File: config.mk
export PLATFORM = sky130hd
export DESIGN_NAME = lsc_top
export DESIGN_NICKNAME = d
export VERILOG_FILES = /design/src/rtl/lsc_pkg.sv /design/src/rtl/lsc_sync2.sv /design/src/rtl/lsc_ctrl.sv /design/src/rtl/lsc_dpath.sv /design/src/rtl/lsc_top.sv
export SDC_FILE = /design/constraint.sdc
export NUM_CORES = 1
export LEC_CHECK = 0
export BUFFER_PORTS_ARGS = -buffer_cell sky130_fd_sc_hd__buf_2
export CORE_MARGIN = 5
export CORE_UTILIZATION = 40
export DETAILED_ROUTE_END_ITERATION = 10
export SYNTH_ARGS = -nofsm -noshare
export SYNTH_HDL_FRONTEND = slang
export SYNTH_HIERARCHICAL = 1
export SYNTH_SLANG_ARGS = --single-unit
export TNS_END_PERCENT = 5
File: constraint.sdc
create_clock -name clk -period 6.31 [get_ports clk]
set_input_delay 0 -clock clk [delete_from_list [all_inputs] [get_ports clk]]
set_output_delay 0 -clock clk [all_outputs]
set_load 0.005 [all_outputs]
File: src/rtl/lsc_pkg.sv
package lsc_pkg;

  // Strobes from the control half to the datapath half
  typedef struct packed {
    logic lineStart;    // one-cycle line start
    logic coasting;     // synchronized coast is active
    logic periodValid;  // a full line period has been measured
  } lsc_strobe_t;

endpackage

File: src/rtl/lsc_sync2.sv
module lsc_sync2 #(
  parameter int STAGES = 2
) (
  input  logic clk,
  input  logic rstN,
  input  logic d,
  output logic q
);

  logic [STAGES-1:0] chain;

  always_ff @(posedge clk or negedge rstN) begin
    if (!rstN) chain <= '0;
    else       chain <= {chain[STAGES-2:0], d};
  end

  assign q = chain[STAGES-1];

endmodule

File: src/rtl/lsc_ctrl.sv
module lsc_ctrl
  import lsc_pkg::*;
#(
  parameter int CNT_W = 12
) (
  input  logic             clk,
  input  logic             rstN,
  input  logic             syncS,
  input  logic             coastS,
  output lsc_strobe_t      strobe,
  output logic [CNT_W-1:0] period,
  output logic [CNT_W-1:0] widthLimit,
  output logic             polHigh
);

  localparam logic [CNT_W-1:0] CNT_MAX = '1;
  localparam logic [CNT_W-1:0] ONE     = CNT_W'(1);

  logic             sPrev;
  logic             riseEdge, fallEdge, leadEdge, edgeOk;
  logic [CNT_W-1:0] highCnt, lowCnt;
  logic             seenRise, candValid, lastCand, cand;
  logic [CNT_W-1:0] phase;
  logic             haveRef, periodValid;
  logic             freeRunHit, lineStart;

  assign riseEdge = syncS & ~sPrev;
  assign fallEdge = ~syncS & sPrev;
  assign leadEdge = polHigh ? riseEdge : fallEdge;
  assign edgeOk   = ~coastS;

  // shorter phase is the active one
  assign cand = (highCnt < lowCnt);

  always_ff @(posedge clk or negedge rstN) begin
    if (!rstN) sPrev <= 1'b0;
    else       sPrev <= syncS;
  end

  // polarity detection over each line (rising edge to rising edge)
  always_ff @(posedge clk or negedge rstN) begin
    if (!rstN) begin
      highCnt   <= '0;
      lowCnt    <= '0;
      seenRise  <= 1'b0;
      candValid <= 1'b0;
      lastCand  <= 1'b0;
      polHigh   <= 1'b0;
    end else if (riseEdge && edgeOk) begin
      highCnt  <= ONE;
      lowCnt   <= '0;
      seenRise <= 1'b1;
      if (seenRise) begin
        lastCand  <= cand;
        candValid <= 1'b1;
        if (candValid && (cand == lastCand)) polHigh <= cand;
      end
    end else if (riseEdge) begin
      highCnt <= ONE;
      lowCnt  <= '0;
    end else if (syncS) begin
      if (highCnt != CNT_MAX) highCnt <= highCnt + ONE;
    end else begin
      if (lowCnt != CNT_MAX) lowCnt <= lowCnt + ONE;
    end
  end

  // line start selection: tracked edge or free-run
  assign freeRunHit = periodValid && (phase == period - ONE);
  assign lineStart  = coastS ? freeRunHit : leadEdge;

  // line phase counter and period measurement
  always_ff @(posedge clk or negedge rstN) begin
    if (!rstN) begin
      phase       <= '0;
      haveRef     <= 1'b0;
      periodValid <= 1'b0;
      period      <= '0;
    end else begin
      if (lineStart)              phase <= '0;
      else if (phase != CNT_MAX)  phase <= phase + ONE;

      if (leadEdge && edgeOk) begin
        haveRef <= 1'b1;
        if (haveRef) begin
          period      <= (phase == CNT_MAX) ? CNT_MAX : phase + ONE;
          periodValid <= 1'b1;
        end
      end
    end
  end

  assign widthLimit = periodValid ? (period - ONE) : CNT_MAX;

  assign strobe.lineStart   = lineStart;
  assign strobe.coasting    = coastS;
  assign strobe.periodValid = periodValid;

endmodule

File: src/rtl/lsc_dpath.sv
module lsc_dpath
  import lsc_pkg::*;
#(
  parameter int CNT_W   = 12,
  parameter int WID_W   = 8,
  parameter int LATENCY = 23
) (
  input  logic             clk,
  input  logic             rstN,
  input  lsc_strobe_t      strobe,
  input  logic [CNT_W-1:0] widthLimit,
  input  logic [WID_W-1:0] cfgWidth,
  input  logic             outPolHigh,
  output logic             rawPulse,
  output logic             syncOut,
  output logic             dataValid
);

  localparam int               FILL_W = $clog2(LATENCY + 2);
  localparam logic [FILL_W-1:0] FILL_END = FILL_W'(LATENCY);
  localparam logic [CNT_W-1:0]  ONE = CNT_W'(1);

  logic [CNT_W-1:0] reqW, limW, effW, remain;
  logic             delayed;
  logic [FILL_W-1:0] fillCnt;

  // width: zero means one, then clamp inside the line
  assign reqW   = (cfgWidth == '0) ? ONE : CNT_W'(cfgWidth);
  assign limW   = (widthLimit == '0) ? ONE : widthLimit;
  assign effW   = (reqW > limW) ? limW : reqW;

  always_ff @(posedge clk or negedge rstN) begin
    if (!rstN) begin
      rawPulse <= 1'b0;
      remain   <= '0;
    end else if (strobe.lineStart) begin
      rawPulse <= 1'b1;
      remain   <= effW - ONE;
    end else if (remain != '0) begin
      remain   <= remain - ONE;
    end else begin
      rawPulse <= 1'b0;
    end
  end

  // latency matching delay line
  generate
    if (LATENCY == 0) begin : g_nodly
      assign delayed = rawPulse;
    end else begin : g_dly
      logic [LATENCY-1:0] stage;
      for (genvar i = 0; i < LATENCY; i++) begin : g_st
        always_ff @(posedge clk or negedge rstN) begin
          if (!rstN)       stage[i] <= 1'b0;
          else if (i == 0) stage[i] <= rawPulse;
          else             stage[i] <= stage[(i == 0) ? 0 : i-1];
        end
      end
      assign delayed = stage[LATENCY-1];
    end
  endgenerate

  assign syncOut = outPolHigh ? delayed : ~delayed;

  // pipeline fill tracking
  always_ff @(posedge clk or negedge rstN) begin
    if (!rstN)                 fillCnt <= '0;
    else if (fillCnt != FILL_END) fillCnt <= fillCnt + FILL_W'(1);
  end

  assign dataValid = (fillCnt == FILL_END);

endmodule

File: src/rtl/lsc_top.sv
module lsc_top
  import lsc_pkg::*;
#(
  parameter int CNT_W       = 12,
  parameter int WID_W       = 8,
  parameter int LATENCY     = 23,
  parameter int SYNC_STAGES = 2
) (
  input  logic             clk,
  input  logic             rstN,
  input  logic             syncIn,
  input  logic             coastIn,
  input  logic             outPolHigh,
  input  logic [WID_W-1:0] pulseWidth,
  output logic             syncOut,
  output logic             dataValid,
  output logic             inPolHigh
);

  logic             syncS, coastS, rawPulse;
  lsc_strobe_t      strobe;
  logic [CNT_W-1:0] period, widthLimit;

  lsc_sync2 #(.STAGES(SYNC_STAGES)) u_syncIn (
    .clk(clk), .rstN(rstN), .d(syncIn), .q(syncS)
  );

  lsc_sync2 #(.STAGES(SYNC_STAGES)) u_syncCoast (
    .clk(clk), .rstN(rstN), .d(coastIn), .q(coastS)
  );

  lsc_ctrl #(.CNT_W(CNT_W)) u_ctrl (
    .clk(clk), .rstN(rstN), .syncS(syncS), .coastS(coastS),
    .strobe(strobe), .period(period), .widthLimit(widthLimit),
    .polHigh(inPolHigh)
  );

  lsc_dpath #(.CNT_W(CNT_W), .WID_W(WID_W), .LATENCY(LATENCY)) u_dpath (
    .clk(clk), .rstN(rstN), .strobe(strobe), .widthLimit(widthLimit),
    .cfgWidth(pulseWidth), .outPolHigh(outPolHigh), .rawPulse(rawPulse),
    .syncOut(syncOut), .dataValid(dataValid)
  );

endmodule

After elaboration in Yosys (flattened, before gate mapping)
Cells that the tools add are included.
{"block": "totals", "reg_bits": 100, "latchBits": 0, "ramBits": 0, "rom_bits": 0, "output_inout_bits": 3, "elab_cells": 103, "mem_count": 0}
{"block": "op_classes", "addsub": 7, "multipliers": 0, "n_div": 0, "magnitude_cmp": 2, "n_eq_ne": 10, "n_shift": 0, "muxes": 22, "bitwise_logic": 6, "n_reduce_logical": 17}
{"cell": "12-bit 2-to-1 mux", "count": 16}
{"cell": "12-bit by 1-bit adder with 12-bit output (second input constant)", "count": 3}
{"cell": "12-bit inequality test (second input constant)", "count": 3}
{"cell": "12-bit by 1-bit subtractor with 12-bit output (second input constant)", "count": 3}
{"cell": "12-bit == test", "count": 1}
{"cell": "12-bit == test (second input constant)", "count": 1}
{"cell": "12-bit greater-than comparator", "count": 1}
{"cell": "12-bit zero test", "count": 1}
{"cell": "12-bit less-than comparator", "count": 1}
{"cell": "12-bit nonzero test", "count": 1}
{"cell": "3-bit nonzero test", "count": 3}
{"cell": "8-bit zero test", "count": 1}
{"cell": "8-bit 2-to-1 mux", "count": 1}
{"cell": "2-bit AND reduction", "count": 4}
{"cell": "5-bit by 1-bit adder with 5-bit output (second input constant)", "count": 1}
{"cell": "5-bit == test (second input constant)", "count": 1}
{"cell": "1-bit 2-to-1 mux", "count": 5}
{"cell": "5-bit inequality test (second input constant)", "count": 1}
{"cell": "1-bit logical AND", "count": 4}
{"cell": "1-bit inverter", "count": 4}
{"cell": "2-bit nonzero test", "count": 2}
{"cell": "3-bit by 1-bit inequality test with 1-bit output (second input constant)", "count": 1}
{"cell": "3-bit AND reduction", "count": 1}
{"cell": "1-bit bitwise AND", "count": 2}
{"cell": "other kinds (2)", "count": 2}

Depth between registers and ports, before layout
{"block": "depth", "ltp_word": 8, "depth_mapped": 21, "depth_no_buf": 19}

Hierarchy
The synthesis kept the hierarchy.
{"mod": "lsc_ctrl", "instances": 1, "cells_per_inst": 381, "area_per_inst_um2": 3558.4}
{"mod": "lsc_dpath", "instances": 1, "cells_per_inst": 186, "area_per_inst_um2": 1960.6}
{"mod": "lsc_sync2", "instances": 2, "cells_per_inst": 2, "area_per_inst_um2": 50.0}

Worst setup path before layout
OpenSTA, ideal clock, no wires.
{"block": "synth_path", "path_type": "reg2reg", "startpoint": "register u_ctrl.period[4]", "endpoint": "register u_dpath.remain[10]", "t_arrival_ns": 4.870, "required_ns": 6.209, "path_slack_ns": 1.339, "path_stages_with_launch": 21, "period_less_slack_ns": 4.971, "cell_sequence": "dfrtp_1 or4_1 buf_2 nor3_2 nor3b_1 xnor2_1 nand2_1 nor4_2 a31o_2 ha_1 nand2_1 or3_1 and3_4 buf_6 nand2_1 a221oi_1 ha_1 inv_1 or4_4 or4_4 o32ai_1"}
{"block": "synth_via", "elab_chain_len": 8}
{"element": "start, declared", "line": "lsc_ctrl.sv:11", "source": "output logic [CNT_W-1:0] period,"}
{"element": "start signal, assigned", "line": "lsc_ctrl.sv:86", "source": "period <= (phase == CNT_MAX) ? CNT_MAX : phase + ONE;"}
{"element": "12-bit by 1-bit subtractor with 12-bit output *", "line": "lsc_ctrl.sv:93", "source": "assign widthLimit = periodValid ? (period - ONE) : CNT_MAX;"}
{"element": "12-bit 2-to-1 mux *", "line": "lsc_ctrl.sv:93"}
{"element": "named net widthLimit[11]", "line": "lsc_top.sv:22", "source": "logic [CNT_W-1:0] period, widthLimit;"}
{"element": "12-bit zero test", "line": "lsc_dpath.sv:29", "source": "assign limW = (widthLimit == '0) ? ONE : widthLimit;"}
{"element": "12-bit 2-to-1 mux *", "line": "lsc_dpath.sv:29"}
{"element": "12-bit greater-than comparator", "line": "lsc_dpath.sv:30", "source": "assign effW = (reqW > limW) ? limW : reqW;"}
{"element": "12-bit 2-to-1 mux *", "line": "lsc_dpath.sv:30"}
{"element": "12-bit by 1-bit subtractor with 12-bit output *", "line": "lsc_dpath.sv:38", "source": "remain <= effW - ONE;"}
{"element": "12-bit 2-to-1 mux *", "line": "lsc_dpath.sv:36", "source": "end else if (strobe.lineStart) begin"}
{"element": "end signal, assigned", "line": "lsc_dpath.sv:38"}
{"element": "end signal, assigned", "line": "lsc_dpath.sv:40", "source": "remain <= remain - ONE;"}
{"element": "end, declared", "line": "lsc_dpath.sv:23", "source": "logic [CNT_W-1:0] reqW, limW, effW, remain;"}
Mark *: on every way through the listed nets, which the timed path passes. The rest lies on a longest branch.
A chain may end at the register's enable or synchronous reset.

Final worst setup path
Ends and elaborated chain as after synthesis.

==> run metrics <==
outcome finished, final reports clean; hpwl dp around 8300 µm; postcts setup bufs 0; mean post-synth cell area a little under 10 µm²; Vias/cell 5.38; Synth Warn # 6; H-tree depth 3; crit path capture type register; crit start category register; clock latency on the worst-skew pair around 0.35 ns; Filler cells ~1300; wire per inst between 15 and 20 µm; Total GRT Usage 14.9%; TritonCTS Buffers 9; overall power around 2.3 mW; area of the mapped netlist 5600 µm²; antenna-violating nets left 0; initial antenna violation count 0; DRT iter0 DRCs 250; Final Critical Period between 5 and 6 ns; clock skew roughly 0.012 ns; Worst-Margin Slew roughly 0.83 ns; post-place setup slack a little under 0.9 ns; cell count after synthesis 569; fin worst setup slack approximately 0.8 ns; clock tree root buffer cell clkbuf_16; power density over the cells 371 nW/µm²; share of cells above drive strength 1 13.0%; routed wire length between 10000 and 15000 µm; first-pass iteration count of the detailed router 4; Final Hold Viols 0; DRC Markers 0; worst hold slack 0.150 ns; vias in the first global route between 3000 and 4000; Area growth syn-to-layout 9.02%; Max Cap Viol 0; first-pass GRT wire length 19700 µm; grt total ovfl 0; hold crit path type in2reg; CP required 6.55 ns; setup_tns 0 ns; CTS tree built; final core utilization between 40% and 50%; routed vias between 4000 and 5000; DIE AREA 16500 µm²; Final #Nets 610; starting density of the core 40.5%; Final Max Slew Viols 0; crit path kind reg2reg; Reg clk slew, reported paths about 0.070 ns; core area between 10000 and 15000 µm²; DIE WIDTH about 130 µm; setup violators final 0; fin crit share ~87%; deepest clock path buffer count 2; Final GP Congestion 0.886; Ports 16; largest net degree at the start of global routing 55; leakage power between 2 and 3 nW; Fmax 182 MHz; syn nets roughly 610; Peak VDD IR between 0.0002 and 0.00025 V; clock sink total 100; antenna cell count 0; Placement Rows 43; Data arrival, critical path 5.75 ns; worst-path maximum fanout 8; port bufs 15; Die Y ~130 µm; RSZ-0062 raised after global routing false; slew margin rel. roughly 45%
-- layout by cell type, fill, tap and decap left out, types with 14 or more instances in the layout --
master   count
buf_2       14
nor3_1      17
nand3_1     21
xnor2_1     35
a21oi_1     28
nand2_1     52
o21ai_0     21
dfrtp_1    100
ha_1        25
inv_1       32
nor2_1      48
-- stage by stage --
| stage | cell area (µm²) | cells |
|---|---|---|
| 6_report | 6110 | 757 |
| 5_1_grt | 6110 | 757 |
| 4_1_cts | 6110 | 757 |
| 3_5_place_dp | 5780 | 738 |
| 3_3_place_gp | 5780 | 738 |
| 2_1_floorplan | 5600 | 569 |
-- final cells by class --
cell class / count / area, µm² / share of cell area [%]
inverter: 32 / 120 / 1.97
timing repair buffer: 24 / 153 / 2.50
sequential: 100 / 2500 / 41.0
clock buffer: 9 / 225 / 3.69
clock inverter: 7 / 77.6 / 1.27
tap: 180 / 225 / 3.69
multi-input combinational: 405 / 2810 / 45.9
-- critical path, cell delays in order, from the launching register on --
cell and delay (ns):
dfrtp_1 0.45, or4_1 0.71, nor3_2 0.25, nor3b_1 0.25, xnor2_1 0.23, nand2_1 0.11
nor4_2 0.37, a31o_2 0.23, ha_1 0.12, nand2_1 0.04, or3_1 0.32, nand3_1 0.23
nor3_1 0.09, a221oi_1 0.39, ha_1 0.27, inv_1 0.07, or4_4 0.57, or4_4 0.56
o32ai_1 0.15
-- routing by layer --
metal  GRT usage [%]  up-vias  share of wire (%)
met5               0        -                  0
met2            23.5       69                 47
met3            3.49       12                4.1
li1                -     2005                  -
met1            20.4     1984                 48
met4            4.62        0                1.5
-- worst paths after layout --
| check | from | end | slack [ns] | cells after the start |
|---|---|---|---|---|
| setup reg to reg | u_ctrl/period[4] | u_dpath/remain[10] | 0.80 | 18 |
| setup / recovery | u_ctrl/period[4] | u_dpath/remain[10] | 0.80 | 18 |
| hold / removal | pulseWidth[5] | u_dpath/remain[5] | 0.15 | 5 |
| min in group asynchronous | rstN | u_ctrl/phase[0] | 0.19 | 2 |
| max in group asynchronous | rstN | u_dpath/remain[10] | 5.00 | 3 |
| hold reg to reg | u_dpath/g_dly.stage[13] | u_dpath/g_dly.stage[14] | 0.35 | 0 |
-- timing repair --
action / 4_1_cts / 5_1_grt
hold buffers: 3 / 0
endpoints found under the hold margin: 48 / 0
resized for setup: 0 / 0
-- where the power goes --
part / switching, mW / internal (mW) / leakage (nW)
clock network: 0.270 / 0.281 / 0.144
logic: 0.487 / 0.359 / 1.27
registers: 0.112 / 0.760 / 1.18
total: 0.869 / 1.40 / 2.59
-- state kept, by name, indices dropped and copies added, names as in the netlist, 2 cells and up --
signal and flops:
u_syncIn/chain 2, u_dpath/fillCnt 5, u_dpath/remain 12, u_dpath/g_dly.stage 22, u_ctrl/phase 12, u_ctrl/highCnt 12
u_syncCoast/chain 2, u_ctrl/lowCnt 12, u_ctrl/period 12
No activity file was read; power rests on OpenSTA's default activity.
